[src/rtl/ctl_pkg.sv]
package ctl_pkg;

    localparam int OPC_W = 6;

    localparam logic [OPC_W-1:0] OPC_ALU   = 6'b000000;
    localparam logic [OPC_W-1:0] OPC_LOAD  = 6'b100011;
    localparam logic [OPC_W-1:0] OPC_STORE = 6'b101011;
    localparam logic [OPC_W-1:0] OPC_BEQ   = 6'b000100;

    typedef enum logic [1:0] {
        ALU_ADD  = 2'b00,
        ALU_CMP  = 2'b01,
        ALU_FUNC = 2'b10
    } alu_mode_e;

    typedef struct packed {
        logic      dst_sel;
        alu_mode_e alu_op;
        logic      imm_sel;
    } ex_ctl_t;

    typedef struct packed {
        logic branch;
        logic rd;
        logic wr;
    } mem_ctl_t;

    typedef struct packed {
        logic reg_we;
        logic load_sel;
    } wb_ctl_t;

    typedef struct packed {
        logic     valid;
        ex_ctl_t  ex;
        mem_ctl_t mem;
        wb_ctl_t  wb;
    } de_word_t;

    typedef struct packed {
        logic     valid;
        mem_ctl_t mem;
        wb_ctl_t  wb;
    } em_word_t;

    typedef struct packed {
        logic    valid;
        wb_ctl_t wb;
    } mw_word_t;

    localparam int DE_W = $bits(de_word_t);
    localparam int EM_W = $bits(em_word_t);
    localparam int MW_W = $bits(mw_word_t);

    function automatic de_word_t decode_opcode(input logic vld, input logic [OPC_W-1:0] opc);
        de_word_t w;
        w = '0;
        w.valid = vld;
        unique case (opc)
            OPC_ALU: begin
                w.ex.dst_sel = 1'b1;
                w.ex.alu_op  = ALU_FUNC;
                w.wb.reg_we  = 1'b1;
            end
            OPC_LOAD: begin
                w.ex.imm_sel  = 1'b1;
                w.mem.rd      = 1'b1;
                w.wb.reg_we   = 1'b1;
                w.wb.load_sel = 1'b1;
            end
            OPC_STORE: begin
                w.ex.imm_sel = 1'b1;
                w.mem.wr     = 1'b1;
            end
            OPC_BEQ: begin
                w.ex.alu_op  = ALU_CMP;
                w.mem.branch = 1'b1;
            end
            default: begin
                w.ex  = '0;
                w.mem = '0;
                w.wb  = '0;
            end
        endcase
        return w;
    endfunction

endpackage

[src/rtl/ctl_decoder.sv]
module ctl_decoder
    import ctl_pkg::*;
(
    input  logic             vld,
    input  logic [OPC_W-1:0] opc,
    output de_word_t         word
);

    always_comb begin
        word = decode_opcode(vld, opc);
    end

    always_comb begin
        if (!vld) begin
            assert_idle_word_R12: assert (word.valid == 1'b0);
        end
    end

endmodule

[src/rtl/ctl_stage_reg.sv]
module ctl_stage_reg #(
    parameter int W = 8
) (
    input  logic         clk,
    input  logic         rst,
    input  logic         load_en,
    input  logic         bubble,
    input  logic [W-1:0] d,
    output logic [W-1:0] q
);

    always_ff @(posedge clk) begin
        if (rst || bubble) begin
            q <= '0;
        end else if (load_en) begin
            q <= d;
        end
    end

    assert_bubble_clears_R7: assert property (@(posedge clk) disable iff (rst)
        bubble |=> (q == '0));

    assert_hold_keeps_R8: assert property (@(posedge clk) disable iff (rst)
        (!load_en && !bubble) |=> $stable(q));

    assert_reset_zero_R11: assert property (@(posedge clk)
        rst |=> (q == '0));

endmodule

[src/rtl/ctl_pipe_carrier.sv]
module ctl_pipe_carrier
    import ctl_pkg::*;
(
    input  logic             clk,
    input  logic             rst,
    input  logic             id_valid,
    input  logic [OPC_W-1:0] id_opcode,
    input  logic             stall_de,
    input  logic             stall_bubble,
    input  logic             flush_de,
    input  logic             flush_em,
    input  logic             flush_mw,
    output logic             ex_valid,
    output logic             ex_dst_sel,
    output logic [1:0]       ex_alu_op,
    output logic             ex_imm_sel,
    output logic             mem_valid,
    output logic             mem_branch,
    output logic             mem_read,
    output logic             mem_write,
    output logic             wb_valid,
    output logic             wb_reg_we,
    output logic             wb_load_sel
);

    de_word_t id_word;
    de_word_t de_q;
    em_word_t em_d, em_q;
    mw_word_t mw_d, mw_q;

    logic [DE_W-1:0] de_q_raw;
    logic [EM_W-1:0] em_q_raw;
    logic [MW_W-1:0] mw_q_raw;

    logic hold_req, de_load, de_bubble, em_bubble;

    ctl_decoder u_dec (
        .vld  (id_valid),
        .opc  (id_opcode),
        .word (id_word)
    );

    // Boundary control: flush beats every stall; a hold request freezes
    // execute and sends a bubble forward instead of a copy.
    always_comb begin
        hold_req  = stall_de && !stall_bubble;
        de_bubble = flush_de || (stall_de && stall_bubble);
        de_load   = !hold_req;
        em_bubble = flush_em || hold_req;
    end

    // Execute group is dropped here.
    always_comb begin
        em_d.valid = de_q.valid;
        em_d.mem   = de_q.mem;
        em_d.wb    = de_q.wb;
    end

    // Memory group is dropped here.
    always_comb begin
        mw_d.valid = em_q.valid;
        mw_d.wb    = em_q.wb;
    end

    ctl_stage_reg #(.W(DE_W)) u_de (
        .clk     (clk),
        .rst     (rst),
        .load_en (de_load),
        .bubble  (de_bubble),
        .d       (id_word),
        .q       (de_q_raw)
    );

    ctl_stage_reg #(.W(EM_W)) u_em (
        .clk     (clk),
        .rst     (rst),
        .load_en (1'b1),
        .bubble  (em_bubble),
        .d       (em_d),
        .q       (em_q_raw)
    );

    ctl_stage_reg #(.W(MW_W)) u_mw (
        .clk     (clk),
        .rst     (rst),
        .load_en (1'b1),
        .bubble  (flush_mw),
        .d       (mw_d),
        .q       (mw_q_raw)
    );

    always_comb begin
        de_q = de_word_t'(de_q_raw);
        em_q = em_word_t'(em_q_raw);
        mw_q = mw_word_t'(mw_q_raw);
    end

    // Valid-qualified stage outputs.
    always_comb begin
        ex_valid    = de_q.valid;
        ex_dst_sel  = de_q.valid & de_q.ex.dst_sel;
        ex_alu_op   = de_q.valid ? de_q.ex.alu_op : 2'b00;
        ex_imm_sel  = de_q.valid & de_q.ex.imm_sel;
        mem_valid   = em_q.valid;
        mem_branch  = em_q.valid & em_q.mem.branch;
        mem_read    = em_q.valid & em_q.mem.rd;
        mem_write   = em_q.valid & em_q.mem.wr;
        wb_valid    = mw_q.valid;
        wb_reg_we   = mw_q.valid & mw_q.wb.reg_we;
        wb_load_sel = mw_q.valid & mw_q.wb.load_sel;
    end

    assert_ex_to_mem_R6: assert property (@(posedge clk) disable iff (rst)
        (!flush_em && !(stall_de && !stall_bubble)) |=> (mem_valid == $past(ex_valid)));

    assert_mem_to_wb_R6: assert property (@(posedge clk) disable iff (rst)
        !flush_mw |=> (wb_valid == $past(mem_valid)));

    assert_flush_wins_R10: assert property (@(posedge clk) disable iff (rst)
        flush_de |=> !ex_valid);

    assert_hold_bubbles_down_R13: assert property (@(posedge clk) disable iff (rst)
        (stall_de && !stall_bubble) |=> !mem_valid);

    assert_bubble_stall_advances_R9: assert property (@(posedge clk) disable iff (rst)
        (stall_de && stall_bubble && !flush_em) |=> (!ex_valid && mem_valid == $past(ex_valid)));

    assert_store_origin_R3: assert property (@(posedge clk) disable iff (rst)
        mem_write |-> $past(ex_valid && ex_imm_sel));

    assert_idle_decode_R12: assert property (@(posedge clk) disable iff (rst)
        (!id_valid && !stall_de) |=> !ex_valid);

endmodule

[config.mk]
export PLATFORM = sky130hd
export DESIGN_NAME = ctl_pipe_carrier
export DESIGN_NICKNAME = d
export VERILOG_FILES = /design/src/rtl/ctl_pkg.sv /design/src/rtl/ctl_decoder.sv /design/src/rtl/ctl_stage_reg.sv /design/src/rtl/ctl_pipe_carrier.sv
export SDC_FILE = /design/constraint.sdc
export NUM_CORES = 1
export LEC_CHECK = 0
export BUFFER_PORTS_ARGS = -buffer_cell sky130_fd_sc_hd__buf_2
export CORE_AREA = 2 2 41 43
export DETAILED_ROUTE_END_ITERATION = 6
export DIE_AREA = 0 0 43 45
export MAX_ROUTING_LAYER = met4
export PLACE_DENSITY = 0.85
export SETUP_SLACK_MARGIN = 0.02
export SYNTH_ARGS = -nofsm -noshare
export SYNTH_HDL_FRONTEND = slang
export SYNTH_SLANG_ARGS = --single-unit
[constraint.sdc]
create_clock -name clk -period 0.8 [get_ports clk]
set_input_delay 0.04 -clock clk [delete_from_list [all_inputs] [get_ports clk]]
set_output_delay 0.04 -clock clk [all_outputs]
set_load 0.03 [all_outputs]
## After elaboration in Yosys (flattened, before gate mapping)

Cells that the tools add are included.

- Bits in registers: 19
- Input bits: 14
- Output and inout bits: 12
- Word-level logic and storage cells: 32

- Equality and inequality tests: 3
- Mux-type cells: 8
- Bitwise logic cells: 7
- Reductions and logical operators: 11

Operators by type and width:

| cell | number |
|---|---|
| equality test 6 bit, second input constant | 2 |
| bitwise AND 1 bit | 7 |
| equality test 6 x 3 -> 1 bit, second input constant | 1 |
| logical NOT 6 bit | 1 |
| 2-to-1 mux 1 bit | 6 |
| logical OR 1 bit | 5 |
| one-hot mux 2 bit (2 select lines) | 1 |
| OR reduction 2 bit | 2 |
| logical AND 1 bit | 2 |
| 2-to-1 mux 2 bit | 1 |
| logical NOT 1 bit | 1 |

## Longest topological paths before layout

Gate-level depths: netlist of run 1.

- Depth after elaboration: 4
- Gate-level depth with buffers: 4

## Modules after synthesis

From an unflattened synthesis of run 1, not the netlist that was laid out.

- Cell total of the unflattened synthesis: 90
- Area total of the unflattened synthesis: 884.6 sq um

By module, submodules not included:

| module | instances | cells an instance | area an instance (sq um) |
|---|---|---|---|
| ctl_stage_reg (u_de) | 1 | 33 | 362.8 |
| ctl_stage_reg (u_em) | 1 | 21 | 219.0 |
| ctl_decoder | 1 | 14 | 107.6 |
| ctl_stage_reg (u_mw) | 1 | 9 | 105.1 |
| ctl_pipe_carrier | 1 | 13 | 90.1 |

## Least setup slack after synthesis of run 1

No wires, ideal clock.

- Path kind: flip-flop to output port
- Start: register u_de.q[9]
- End: output port ex_alu_op[0]
- Data arrival time: 0.889 ns
- Path slack: -0.129 ns
- Cell stages (with the launch flop): 2
- Buffers on the path: 0
- Cells stage by stage: dfxtp_1 > and2_1

- Word-level cells in the longest chain between the ends: 1

RTL lines:

| what | line | RTL |
|---|---|---|
| start: declaration | ctl_stage_reg.sv:9 | `output logic [W-1:0] q` |
| start signal: assignment | ctl_stage_reg.sv:14 | `q <= '0;` |
| start signal: assignment | ctl_stage_reg.sv:16 | `q <= d;` |
| 2-to-1 mux 2 bit | ctl_pipe_carrier.sv:102 | `ex_alu_op = de_q.valid ? de_q.ex.alu_op : 2'b00;` |
| end: declaration | ctl_pipe_carrier.sv:15 | `output logic [1:0] ex_alu_op,` |

No other way between the ends.

## Worst setup path after layout of run 1

- Start: register u_de.q[9]
- End: output port ex_dst_sel

- Word-level cells in the longest chain between the ends: 1

RTL lines:

| what | line | RTL |
|---|---|---|
| bitwise AND 1 bit | ctl_pipe_carrier.sv:101 | `ex_dst_sel = de_q.valid & de_q.ex.dst_sel;` |
| end: declaration | ctl_pipe_carrier.sv:14 | `output logic ex_dst_sel,` |

No other way between the ends.

==> results_dict.tcl, run 1 <==
set metrics [dict create \
    grt_pass1_wl_um 2021 \
    maxCapViolCount 0 \
    num_rows 14 \
    worst_pin_slew_ns 0.2612 \
    powerDensity_nw_per_um2 1487 \
    fillers 118 \
    worstSetupPathType "flip-flop to output pin" \
    start_util 0.4388 \
    worstSkewPairLatency_ns 0.28 \
    min_period_over_period 1.194 \
    wl_met2_um 666 \
    nets 116 \
    synthCells 68 \
    peakVddDrop_mv 0.8867 \
    port_buffers 25 \
    power_frac_clock 0.357 \
    setup_violations 12 \
    drc 0 \
    vias_per_cell 4.872 \
    ys_seq_area_frac 0.4961 \
    drt_wl_total_um 1219 \
    max_freq_mhz 1047 \
    power_frac_seq 0.555 \
    drt_first_pass_iters 4 \
    grt_max_degree 10 \
    slew_viol_final 0 \
    routed-wl-met3_um 58 \
    finalHoldViolCount 0 \
    hold_start "id_opcode[3]" \
    path_clk_slew_ns 0.09 \
    clock_path_buffers 2 \
    rsz0062_at_grt "true" \
    max_slew_margin 0.8255 \
    synth-seq-cells 16 \
    cp.required_ns 0.76 \
    switching_share 0.2148 \
    power_w 0.001438 \
    cts_num_sinks 16 \
    switchingPower_w 0.0003090 \
    critPathArrivalTime_ns 0.92 \
    cts_tree "done" \
    hold_path.class "input pin to flip-flop" \
    p_int_w 0.001129 \
    grt_pass1_vias 527 \
    end_kind "output pin" \
    drive_above_1_share 0.5050 \
    yosysWarnings 0 \
    p_leak_nw 0.4105 \
    gp_congestion 0.7371 \
    hold_end "u_de.q[2]" \
    p_comb_frac 0.088 \
    start_kind "flip-flop" \
    syn2layout_area_growth_pct 49.81 \
    synth_nets 82 \
    vias 570 \
    diodes 0 \
    antenna_found_initial 0 \
    r2r_end "u_em.q[5]" \
    utilization 0.6573 \
    boundaryPins 26 \
    min_path_cells 3 \
    cp_max_fo 6 \
    gr-total-overflow 0 \
    rrSetupSlack_ns 0.08 \
    dieArea_um2 1935 \
    drt_iter0_drc 19 \
    h-tree-depth 1 \
    dp_hpwl_um 902.1 \
    top_layer_used "met4" \
    cts_made_buffers 3 \
    cts_root_buffer "clkbuf_4" \
    finClkSkew_ns 0.001313 \
    status "finished with violations" \
    r2r_start "u_de.q[9]" \
    min_period_ns 0.9553 \
    syn-mean-instance-area_um2 9.494 \
    ys_types 19 \
    grt_usage 0.1492 \
    rr_worst_depth 2 \
    dieWidth_um 43 \
    syn_area_um2 645.6 \
    ant_nets 0 \
    wl_met1_um 477 \
    wire_per_inst_um 10.42 \
    layout_setup_ws_ns -0.1553 \
    cp-startpoint "u_de.q[9]" \
    core_area_um2 1471 \
    chipHeight_um 45 \
    violations "negative setup slack" \
]
## Yosys cell counts
cell | count | area (µm²)
nor4_4 | 1 | 21.27
a21oi_1 | 8 | 40.04
nand4b_1 | 2 | 17.52
nor3_4 | 1 | 16.27
and4bb_2 | 1 | 12.51
nor3_1 | 1 | 5.000
dfxtp_1 | 16 | 320.3
o2111ai_1 | 1 | 8.760
nand3_1 | 2 | 10.01
nor2_1 | 2 | 7.510
inv_1 | 1 | 3.750
and2_1 | 17 | 106.4
and3_2 | 1 | 7.510
nand2_1 | 9 | 33.78
nand4_1 | 1 | 6.260
nand2b_2 | 1 | 8.760
buf_2 | 1 | 5.000
a211o_1 | 1 | 8.760
nor2b_1 | 1 | 6.260
## flip-flops by register name, indices dropped and copies added, names as in the netlist
signal and flops:
u_de.q 8, u_em.q 5, u_mw.q 3
## kinds of logic after synthesis
family | count (synthesis) | synth area share
AND/OR/NAND/NOR | 40 | 0.4012
flip-flops | 16 | 0.4961
AO/OA/AOI/OAI | 10 | 0.08915
buffers and inverters | 2 | 0.01355
## per-stage QoR
step | area, µm² | std cells | setup WS [ns] | setup TNS, ns | hold slack (ns)
2_1_floorplan | 660.6 | 68 | 0.06471 | 0 | 0.1729
3_3_place_gp | 815.8 | 110 | -0.02489 | -0.1454 | 0.2861
3_5_place_dp | 815.8 | 110 | -0.06402 | -0.4182 | 0.2888
4_1_cts | 954.7 | 116 | -0.1712 | -1.611 | 0.04507
5_1_grt | 967.2 | 117 | -0.1973 | -2.003 | 0.05287
6_report | 967.2 | 117 | -0.1553 | -1.491 | 0.05922
## placed cells by master (no fill, tap or decap), types with 2 or more instances in the layout
master	count
nand3_1	2
a21oi_1	8
and2_4	9
nand4b_1	2
nor2_1	2
dfxtp_2	2
clkbuf_4	3
nand2_1	9
buf_6	12
dfxtp_1	12
buf_4	3
dfxtp_4	2
and2_1	8
buf_2	14
## worst max-delay path, stage by stage (launching register included)
cell,delay [ns]
dfxtp_4,0.38
and2_4,0.14
buf_6,0.12
## area by class of cell
class,instances,area (µm²),share of cell area
inverter,1,3.754,0.003881
tap,16,20.02,0.02070
clock buffer,4,36.28,0.03752
timing repair buffer,30,237.7,0.2458
sequential,16,330.3,0.3415
multi-input combinational,50,339.1,0.3506
## routing by layer
| layer | global-route usage | vias up |
|---|---|---|
| met2 | 0.2667 | 17 |
| met3 | 0.03600 | 2 |
| met5 | - | - |
| li1 | - | 299 |
| met1 | 0.1397 | 252 |
| met4 | 0.1091 | 0 |
## power by group through the flow
stage          combinational, W  sequential [W]  clock [W]
6_report               0.000127        0.000798   0.000514
5_1_grt                0.000139        0.000799   0.000572
4_1_cts                0.000127        0.000798   0.000537
3_5_place_dp           0.000120        0.000822          0
3_3_place_gp           0.000116        0.000822          0
2_1_floorplan         0.0000461        0.000826          0
## repair_timing
item | in CTS | in global routing
pin swaps | 6 | 0
hold buffers | 1 | 0
hold endpoints to repair | 1 | 0
buffers inserted | 1 | 1
gates resized for setup | 33 | 2
setup endpoints to repair | 12 | 12
## worst max-delay path by stage
stage / to / slack (ns) / cells past startpoint
detailed placement: u_de.q[3] / -0.06 / 5
global placement: u_de.q[8] / -0.02 / 5
global route: ex_dst_sel / -0.20 / 2
CTS: ex_alu_op[0] / -0.17 / 2
finish: ex_dst_sel / -0.16 / 2
floorplan: ex_alu_op[0] / 0.06 / 1
Power figures use the tool's default switching activity.
==> inputs of run 2 (changes only) <==
- CORE_AREA: 2 2 41 43 -> 2 2 44 46
- DIE_AREA: 0 0 43 45 -> 0 0 46 48
- PLACE_DENSITY: 0.85 -> 0.77
==> results_dict.tcl, run 2 (synthesized netlist as in run 1, its figures left out) <==
set metrics [dict create \
    critPathArrivalTime_ns 0.92 \
    worst_pin_slew_ns 0.2671 \
    num_rows 15 \
    grt_pass1_vias 524 \
    finalHoldViolCount 0 \
    fillers 151 \
    place_area_um2 817.0 \
    drt_first_pass_iters 4 \
    register_area_um2 330.3 \
    hold_path.class "input pin to flip-flop" \
    min_path_cells 3 \
    nets 116 \
    h-tree-depth 1 \
    cp.required_ns 0.76 \
    layout_commonest_cell "buf_2" \
    setup_tns_ns -1.542 \
    diodes 0 \
    utilization 0.5756 \
    min_period_over_period 1.200 \
    drt_iter0_drc 9 \
    cts_tree "done" \
    wire_per_inst_um 10.81 \
    antenna_found_initial 0 \
    dp_hpwl_um 891.1 \
    violations "negative setup slack" \
    cts_root_buffer "clkbuf_4" \
    vias_per_cell 4.983 \
    maxCapViolCount 0 \
    finClkSkew_ns 0.008408 \
    final_cell_area_um2 972.2 \
    gr-total-overflow 0 \
    largest_reg_flops 8 \
    boundaryPins 26 \
    reg_top3 "u_de.q: 8 flops, u_em.q: 5 flops, u_mw.q: 3 flops" \
    max_freq_mhz 1042 \
    start_kind "flip-flop" \
    cts_made_buffers 3 \
    min_period_ns 0.9599 \
    layout_setup_ws_ns -0.1599 \
    grt_pass1_wl_um 2097 \
    clock_path_buffers 2 \
    dieWidth_um 46 \
    max_slew_margin 0.8216 \
    grt_max_degree 10 \
    fin_cells 118 \
    path_clk_slew_ns 0.09 \
    rsz0062_at_grt "true" \
    peakVddDrop_mv 0.9964 \
    drive_above_1_share 0.5149 \
    slew_viol_final 0 \
    cts_num_sinks 16 \
    gp_congestion 0.7333 \
    top_register "u_de.q" \
    rr_worst_depth 3 \
    powerDensity_nw_per_um2 1486 \
    multi_input_area_um2 342.8 \
    core_area_um2 1689 \
    drt_wl_total_um 1275 \
    setup_violations 12 \
    power_w 0.001444 \
    start_util 0.3822 \
    end_kind "output pin" \
    port_buffers 25 \
    worstSetupPathType "flip-flop to output pin" \
    worstSkewPairLatency_ns 0.28 \
    vias 588 \
    mostFrequentLayoutCells "14 x buf_2, 12 x buf_6, 12 x dfxtp_1" \
    ant_nets 0 \
    p_leak_nw 0.4104 \
    grt_usage 0.1334 \
    chipHeight_um 48 \
    syn2layout_area_growth_pct 50.58 \
    dieArea_um2 2208 \
    status "finished with violations" \
    dp.cells 111 \
    drc 0 \
    cp_max_fo 6 \
]
-- run 2: cell counts in the layout (fill, tap and decap cells not counted) --
No cell type changed its count.
-- run 2: where the power goes --
| group | total, W | switching [W] | internal (W) |
|---|---|---|---|
| Clock | 0.000517 | 0.000240 | 0.000277 |
| Combinational | 0.000129 | 0.0000704 | 0.0000590 |
| Sequential | 0.000798 | 0.00000384 | 0.000794 |
-- run 2: per-stage QoR --
stage | hold WS (ns) | setup WS [ns]
after global routing | 0.04266 | -0.1871
after detailed placement | 0.2888 | -0.06206
after global placement | 0.2874 | -0.04257
after floorplan | 0.1729 | 0.06471
final | 0.04453 | -0.1599
after CTS | 0.03619 | -0.1703
-- run 2: final cells by class --
type                            count  area share
Sequential cell                    16      0.3398
Inverter                            1    0.003861
Tap cell                           17     0.02188
Timing Repair Buffer               30      0.2445
Multi-Input combinational cell     50      0.3526
Clock buffer                        4     0.03732
-- run 2: path summary, 6_finish.rpt --
| kind | start | slack, ns | to |
|---|---|---|---|
| setup / recovery | u_de.q[9] | -0.16 | ex_dst_sel |
| hold reg to reg | u_em.q[1] | 0.43 | u_mw.q[1] |
| hold / removal | id_opcode[3] | 0.04 | u_de.q[2] |
| setup reg to reg | u_de.q[9] | 0.07 | u_de.q[9] |
-- run 2: metal layers --
metal / GRT usage / wire (µm) / vias to the layer above
met2: 0.2417 / 700 / 19
li1: - / - / 299
met3: 0.02264 / 56 / 0
met1: 0.1442 / 518 / 270
met4: 0.05143 / 0 / 0
met5: - / 0 / -
-- run 2: what timing repair did --
action	in CTS	in global routing
resized for setup	33	3
hold endpoints to repair	1	0
pin swaps	6	0
hold buffers	1	0
endpoints found under the setup margin	12	13
buffers inserted	1	1
-- run 2: worst max-delay path, cell delays in order, from the launching register on --
cell	delay, ns
dfxtp_4	0.38
and2_4	0.14
buf_6	0.12
